[config.mk]
export PLATFORM = sky130hd
export DESIGN_NAME = tmr_xint_ctl
export DESIGN_NICKNAME = d
export VERILOG_FILES = /design/src/rtl/tcx_pkg.sv /design/src/rtl/tcx_ctrl.sv /design/src/rtl/tcx_pin_sync.sv /design/src/rtl/tcx_datapath.sv /design/src/rtl/tmr_xint_ctl.sv
export SDC_FILE = /design/constraint.sdc
export NUM_CORES = 1
export LEC_CHECK = 0
export BUFFER_PORTS_ARGS = -buffer_cell sky130_fd_sc_hd__buf_4
export CAP_MARGIN = 20
export CORE_MARGIN = 4
export CORE_UTILIZATION = 30
export DETAILED_ROUTE_END_ITERATION = 16
export GPL_ROUTABILITY_DRIVEN = 0
export HOLD_SLACK_MARGIN = 0.06
export PLACE_DENSITY = 0.69
export SLEW_MARGIN = 10
export SYNTH_ARGS = -nofsm -noshare
export SYNTH_HDL_FRONTEND = slang
export SYNTH_SLANG_ARGS = --single-unit
export TNS_END_PERCENT = 100
[constraint.sdc]
create_clock -name clk -period 1.05 [get_ports clk]
set_input_delay 0 -clock clk [delete_from_list [all_inputs] [get_ports clk]]
set_output_delay 0 -clock clk [all_outputs]
set_load 0.02 [all_outputs]
[src/rtl/tcx_pkg.sv]
package tcx_pkg;
  localparam int REG_W     = 8;
  localparam int N_CH      = 2;
  localparam int CH_STRIDE = 2;
  localparam int OVF_BASE  = 5;  // timer flags at 5 and 7
  localparam int RUN_BASE  = 4;  // run bits at 4 and 6
  localparam int XF_BASE   = 1;  // pin flags at 1 and 3
  localparam int XM_BASE   = 0;  // pin modes at 0 and 2

  typedef struct packed {
    logic [REG_W-1:0] wrMask;
    logic [REG_W-1:0] wrVal;
  } sw_strobe_t;
endpackage

[src/rtl/tcx_ctrl.sv]
module tcx_ctrl
  import tcx_pkg::*;
#(
  parameter logic [7:0] REG_ADDR = 8'h88
) (
  input  logic [7:0]       busAddr,
  input  logic             busWrEn,
  input  logic [REG_W-1:0] busWrData,
  input  logic             bitWrEn,
  input  logic [7:0]       bitAddr,
  input  logic             bitVal,
  output sw_strobe_t       strb
);
  logic byteHit;
  logic bitHit;

  assign byteHit = busWrEn && (busAddr == REG_ADDR);
  assign bitHit  = bitWrEn && (bitAddr[7:3] == REG_ADDR[7:3]);

  always_comb begin
    strb.wrMask = '0;
    strb.wrVal  = busWrData;
    if (byteHit) begin
      strb.wrMask = '1;
    end else if (bitHit) begin
      strb.wrMask[bitAddr[2:0]] = 1'b1;
      strb.wrVal = {REG_W{bitVal}};
    end
  end
endmodule

[src/rtl/tcx_pin_sync.sv]
module tcx_pin_sync #(
  parameter int STAGES = 2
) (
  input  logic clk,
  input  logic rstN,
  input  logic pinIn,
  input  logic polHigh,
  output logic active,
  output logic rise
);
  logic [STAGES-1:0] chain;
  logic              prevActive;

  always_ff @(posedge clk or negedge rstN) begin
    if (!rstN) begin
      chain      <= '0;
      prevActive <= 1'b0;
    end else begin
      chain      <= {chain[STAGES-2:0], pinIn};
      prevActive <= active;
    end
  end

  assign active = polHigh ? chain[STAGES-1] : ~chain[STAGES-1];
  assign rise   = active & ~prevActive;
endmodule

[src/rtl/tcx_datapath.sv]
module tcx_datapath
  import tcx_pkg::*;
(
  input  logic             clk,
  input  logic             rstN,
  input  sw_strobe_t       strb,
  input  logic [N_CH-1:0]  ovfEvt,
  input  logic [N_CH-1:0]  ackTmr,
  input  logic [N_CH-1:0]  ackExt,
  input  logic [N_CH-1:0]  extActive,
  input  logic [N_CH-1:0]  extRise,
  output logic [REG_W-1:0] regQ
);
  logic [REG_W-1:0] regNxt;

  for (genvar k = 0; k < N_CH; k++) begin : g_ch
    localparam int OB = OVF_BASE + CH_STRIDE * k;
    localparam int RB = RUN_BASE + CH_STRIDE * k;
    localparam int FB = XF_BASE + CH_STRIDE * k;
    localparam int MB = XM_BASE + CH_STRIDE * k;

    logic ovfKept;
    logic extKept;

    // software write beats acknowledge; hardware set beats both
    assign ovfKept = strb.wrMask[OB] ? strb.wrVal[OB] : (ackTmr[k] ? 1'b0 : regQ[OB]);
    assign extKept = strb.wrMask[FB] ? strb.wrVal[FB] : (ackExt[k] ? 1'b0 : regQ[FB]);

    assign regNxt[OB] = ovfEvt[k] | ovfKept;
    assign regNxt[RB] = strb.wrMask[RB] ? strb.wrVal[RB] : regQ[RB];
    assign regNxt[MB] = strb.wrMask[MB] ? strb.wrVal[MB] : regQ[MB];
    assign regNxt[FB] = regQ[MB] ? (extRise[k] | extKept) : extActive[k];
  end

  always_ff @(posedge clk or negedge rstN) begin
    if (!rstN) regQ <= '0;
    else       regQ <= regNxt;
  end
endmodule

[src/rtl/tmr_xint_ctl.sv]
module tmr_xint_ctl
  import tcx_pkg::*;
#(
  parameter logic [7:0] REG_ADDR    = 8'h88,
  parameter int         SYNC_STAGES = 2
) (
  input  logic       clk,
  input  logic       rstN,
  input  logic [7:0] busAddr,
  input  logic       busWrEn,
  input  logic [7:0] busWrData,
  input  logic       bitWrEn,
  input  logic [7:0] bitAddr,
  input  logic       bitVal,
  output logic [7:0] rdData,
  input  logic [1:0] ovfEvt,
  input  logic [1:0] ackTmr,
  input  logic [1:0] ackExt,
  input  logic [1:0] extPin,
  input  logic [1:0] extPolHigh,
  output logic [1:0] runEn,
  output logic [1:0] tmrFlag,
  output logic [1:0] extFlag
);
  sw_strobe_t       strb;
  logic [N_CH-1:0]  extActive;
  logic [N_CH-1:0]  extRise;
  logic [REG_W-1:0] regQ;

  tcx_ctrl #(.REG_ADDR(REG_ADDR)) u_ctrl (
    .busAddr  (busAddr),
    .busWrEn  (busWrEn),
    .busWrData(busWrData),
    .bitWrEn  (bitWrEn),
    .bitAddr  (bitAddr),
    .bitVal   (bitVal),
    .strb     (strb)
  );

  for (genvar k = 0; k < N_CH; k++) begin : g_pin
    tcx_pin_sync #(.STAGES(SYNC_STAGES)) u_sync (
      .clk    (clk),
      .rstN   (rstN),
      .pinIn  (extPin[k]),
      .polHigh(extPolHigh[k]),
      .active (extActive[k]),
      .rise   (extRise[k])
    );
    assign runEn[k]   = regQ[RUN_BASE + CH_STRIDE * k];
    assign tmrFlag[k] = regQ[OVF_BASE + CH_STRIDE * k];
    assign extFlag[k] = regQ[XF_BASE + CH_STRIDE * k];
  end

  tcx_datapath u_dp (
    .clk      (clk),
    .rstN     (rstN),
    .strb     (strb),
    .ovfEvt   (ovfEvt),
    .ackTmr   (ackTmr),
    .ackExt   (ackExt),
    .extActive(extActive),
    .extRise  (extRise),
    .regQ     (regQ)
  );

  assign rdData = (busAddr == REG_ADDR) ? regQ : '0;
endmodule

* After elaboration in Yosys (flattened, before gate mapping) *
Index checks and enable logic that the tools add are counted.

operators by class
  bitwise gates (word level) = 10
  shift operators = 0
  $lt $le $gt $ge = 2
  reductions and logical operators = 3
  $mul = 0
  multiplexer cells = 18
  equal/unequal tests = 2
  divide/modulo/power cells = 0
  $add $sub $neg = 0

operators by type and width
  cell                                                                                 number
  8-bit two-way mux                                                                    3
  16-bit two-way mux                                                                   1
  1-bit two-way mux                                                                    13
  8-bit equality test, second input constant                                           1
  5-bit equality test, second input constant                                           1
  3-bit by 4-bit less-than comparator with 1-bit output, second input constant         1
  1-bit NOT                                                                            4
  1-bit bitwise OR                                                                     4
  1-bit demux with 3-bit select                                                        1
  3-bit by 1-bit greater-or-equal comparator with 1-bit output, second input constant  1
  1-bit logical AND                                                                    3
  1-bit bitwise AND                                                                    2

storage, ports and cells
  output and inout bits = 14
  logic and storage cells = 44
  latch bits = 0
  bits of input ports = 39
  bits in read-only memories = 0
  memory bits (writable) = 0
  bits in registers = 14
  memories = 0

* Depth between registers and ports, before layout *
  word-level depth = 9
  depth in mapped cells = 5
  mapped depth without buffers = 4

* Modules after synthesis *
From an unflattened synthesis, not the netlist that was laid out.

second synthesis, totals
  cells, all modules = 110
  area, all modules = 1046.0 sq um

by module, submodules not included
  module        seq. area each (sq um)  cells an instance  times used  area an instance (sq um)
  tcx_ctrl      0.0                     52                 1           362.8
  tcx_datapath  200.2                   28                 1           350.3
  tcx_pin_sync  75.1                    5                  2           92.6
  tmr_xint_ctl  0.0                     20                 1           147.6

* Worst setup path after synthesis *
No wires, ideal clock.

  path kind = input port to flip-flop
  from = input bitAddr[4]
  to = register u_dp.regQ[1]
  stages on the path = 5
  required time = 0.974 ns
  buffers on the path = 1
  arrival time = 1.404 ns
  setup slack = -0.430 ns
  library setup time = 0.076 ns
  path through = or4b_1 > buf_2 > or3_4 > o221a_1 > o21ai_1

between the ends
  longest elaborated chain between the ends = 7
  elaborated cells on any way between the ends = 8
  classes of those cells = 1 x eq/ne; 5 x mux; 1 x bitwise; 1 x reduce/logical

ends and longest elaborated chain
  what                      line                RTL
  start: declaration        tmr_xint_ctl.sv:13  input logic [7:0] bitAddr,
  5-bit equality test *     tcx_ctrl.sv:18      assign bitHit = bitWrEn && (bitAddr[7:3] == REG_ADDR[7:3]);
  1-bit logical AND *       tcx_ctrl.sv:18
  16-bit two-way mux *      tcx_ctrl.sv:25      end else if (bitHit) begin
  8-bit two-way mux         tcx_ctrl.sv:23      if (byteHit) begin
  1-bit two-way mux *       tcx_datapath.sv:27  assign extKept = strb.wrMask[FB] ? strb.wrVal[FB] : (ackExt[k] ? 1'b0 : regQ[FB]);
  1-bit bitwise OR *        tcx_datapath.sv:32  assign regNxt[FB] = regQ[MB] ? (extRise[k] | extKept) : extActive[k];
  1-bit two-way mux *       tcx_datapath.sv:32
  named net u_dp.regNxt[1]  tcx_datapath.sv:14  logic [REG_W-1:0] regNxt;
  end signal: assignment    tcx_datapath.sv:37  else regQ <= regNxt;
  end: declaration          tcx_datapath.sv:12  output logic [REG_W-1:0] regQ

The timed path passes the listed nets; every way through them passes the cells marked *.
A chain may end at the register's enable or synchronous reset.

* Final worst setup path *
  from = input bitAddr[5]
  to = register u_dp.regQ[7]

between the ends
  longest elaborated chain between the ends = 6
  elaborated cells on any way between the ends = 7
  classes of those cells = 1 x eq/ne; 4 x mux; 1 x bitwise; 1 x reduce/logical

ends and longest elaborated chain
  what                      line                RTL
  5-bit equality test *     tcx_ctrl.sv:18
  1-bit logical AND *       tcx_ctrl.sv:18
  16-bit two-way mux *      tcx_ctrl.sv:25
  8-bit two-way mux         tcx_ctrl.sv:23
  1-bit two-way mux *       tcx_datapath.sv:26  assign ovfKept = strb.wrMask[OB] ? strb.wrVal[OB] : (ackTmr[k] ? 1'b0 : regQ[OB]);
  1-bit bitwise OR *        tcx_datapath.sv:29  assign regNxt[OB] = ovfEvt[k] | ovfKept;
  named net u_dp.regNxt[7]  tcx_datapath.sv:14

Marked as above.

==> qor.yml <==
die_w_um: 59.9
numPortBuffers: 52
wl_um: 2540
tightestPinTransition_ns: 0.365
drt-initial-drc-count: 14
failed_checks: "setup timing"
switching_share_pct: 26.3
cp_data_arrival_time_ns: 1.42
required_ns: 1.26
timing.hold.ws_ns: 0.0548
syn_to_final_growth_pct: 80.9
hold_class: "primary input to register"
ctsRootBufferMaster: "clkbuf_4"
ant_nets: 0
post-route-period-util_pct: 116
seq_area_frac_synth_pct: 43.4
worstSetupStartpointType: "primary input"
mostFrequentLayoutCell: "buf_4"
grt_pass1_wl_um: 4160
p_switching_w: 0.000366
hold_violations: 0
finalSetupViolCount: 8
power_frac_clock_pct: 28.6
worst_slack_ns: -0.163
synth_cells: 86
synthesis.area_um2: 807
viasPerCell: 4.98
finalMaxSlewViolations: 0
antenna_found_initial: 0
combPwrFrac_pct: 26.9
p_int_w: 0.00102
clock.fmax_mhz: 825
dieArea_mm2: 0.00358
seqPwrFrac_pct: 44.5
endpoint_kind: "register"
clk_pin_slew_worst_paths_ns: 0.09
fillers: 219
dp_slack_ns: -0.501
first_global_vias: 982
num_rows: 18
grt_max_degree: 17
slew_headroom_pct: 75.4
ys_top_cells_by_area: "dfrtp_1 43%, and2_1 6.2%, buf_4 5.6%"
wl_per_cell_um: 13.6
cts_tree: "yes"
fp.dieH_um: 59.9
vias: 927
fin_skew_ns: 0.00755
outcome: "complete, but fails checks"
final.min_clock_period_ns: 1.21
final_cell_mix: "55 x buf_4, 15 x dlygate4sd3_1, 14 x dfrtp_1"
yosysTopAreaCellShare_pct: 43.4
cts-buffers-inserted: 3
finish.utilization_pct: 57.9
p_leak_nw: 0.693
cp_max_fo: 5
r2r_start: "u_dp.regQ[7]"
finalSetupTns_ns: -0.853
crit_start: "bitAddr[5]"
drtPass1Iterations: 4
min_from: "bitVal"
track_usage_pct: 15.6
core-area_mm2: 0.00252
rsz0062_at_grt: "yes"
worstSkewPairLatency_ns: 0.29
p_per_area_mw_per_mm2: 952
drv_cap: 0
dp_cells: 163
final_cells: 186
grt_overflow: 0
io_pins: 53
avgSynthCellArea_um2: 9.38
drc_errors: 0
worst-setup-path-type: "primary input to register"
syn_nets: 125
synthDistinctLibCells: 28
clkSinkCount: 14
drive_above_1_share_pct: 43.9
ir_worst_vdd_mv: 0.997
fin_nets: 195
ys_ff_latch: 14
htreeDepth: 1
yosys.area.top_type: "dfrtp_1"
yosysWarnings: 0
clk_path_buf_depth: 2
place_hpwl_um: 1800
start_util_pct: 32.0
flip-flops by register name, summed over array words and instances, names as in the netlist:
name,flops
u_dp.regQ,8
g_pin.u_sync.chain,4
g_pin.u_sync.prevActive,2
per-stage QoR:
step                total power [W]  area [um^2]
floorplan                  0.000769          817
finish                      0.00139         1460
global placement           0.000922         1210
CTS                         0.00138         1440
global route                0.00146         1460
detailed placement         0.000930         1210
critical path, stage by stage:
cell      delay, ns
buf_6          0.09
or4b_4         0.55
or3_4          0.40
o211a_1        0.22
o21bai_1       0.16
power by group through the flow:
stage | clock, W | sequential [W] | combinational, W
after floorplan | 0 | 0.000618 | 0.000151
after CTS | 0.000398 | 0.000620 | 0.000361
after global routing | 0.000432 | 0.000625 | 0.000407
after detailed placement | 0 | 0.000630 | 0.000300
final | 0.000398 | 0.000619 | 0.000373
after global placement | 0 | 0.000628 | 0.000294
cell type report:
type / instances / area [um^2] / share of cell area, %
Multi-Input combinational cell: 61 / 433 / 29.6
Sequential cell: 14 / 350 / 24.0
Timing Repair Buffer: 72 / 586 / 40.1
Inverter: 4 / 15.0 / 1.03
Tap cell: 30 / 37.5 / 2.57
Antenna cell: 1 / 2.50 / 0.171
Clock buffer: 4 / 36.3 / 2.49
synth_stat cells:
library cell,n
dfrtp_1,14
and2_1,8
nor2_1,7
buf_4,6
nand2_1,6
a21oi_1,4
inv_1,4
mux2i_1,4
nor4_1,4
nand2b_1,3
o211a_1,3
o311ai_0,3
o21ai_0,2
o21ai_1,2
o21bai_1,2
xnor2_1,2
and3_1,1
buf_2,1
clkbuf_1,1
nand3_1,1
nand4_1,1
nor2b_1,1
nor3_1,1
nor4b_1,1
o221a_1,1
or2_2,1
or3_4,1
or4b_1,1
layer usage:
metal,GRT usage [%],routed length [um],part of all wire (%),up-vias
met1,17.2,914,36,424
met3,4.10,283,11,8
met4,8.54,64,2.5,0
li1,-,-,-,442
met5,0,0,0,-
met2,26.9,1270,50,53
logic make-up after synthesis:
family | share of synthesized area [%]
buf+inv | 8.53
mux | 4.96
simple gates | 25.7
xor+xnor | 2.17
compound gates | 15.2
flops | 43.4
path summary, 6_finish.rpt:
check                                            to  slack, ns  depth (start not counted)
max                                    u_dp.regQ[7]      -0.16                          5
min                                    u_dp.regQ[6]       0.05                          3
max reg2reg                            u_dp.regQ[7]       0.18                          3
min reg2reg                g_pin[0].u_sync.chain[1]       0.35                          0
max in group asynchronous              u_dp.regQ[1]       0.80                          2
min in group asynchronous              u_dp.regQ[7]       0.08                          2
repair_timing:
action                     in CTS  in global routing
hold buffers                   15                  0
cloned                          1                  0
hold endpoints to repair       26                  0
buffers inserted                1                  1
pin swaps                       7                  3
resized for setup               9                  2
setup endpoints to repair      16                 16
No activity file was read; power rests on OpenSTA's default activity.
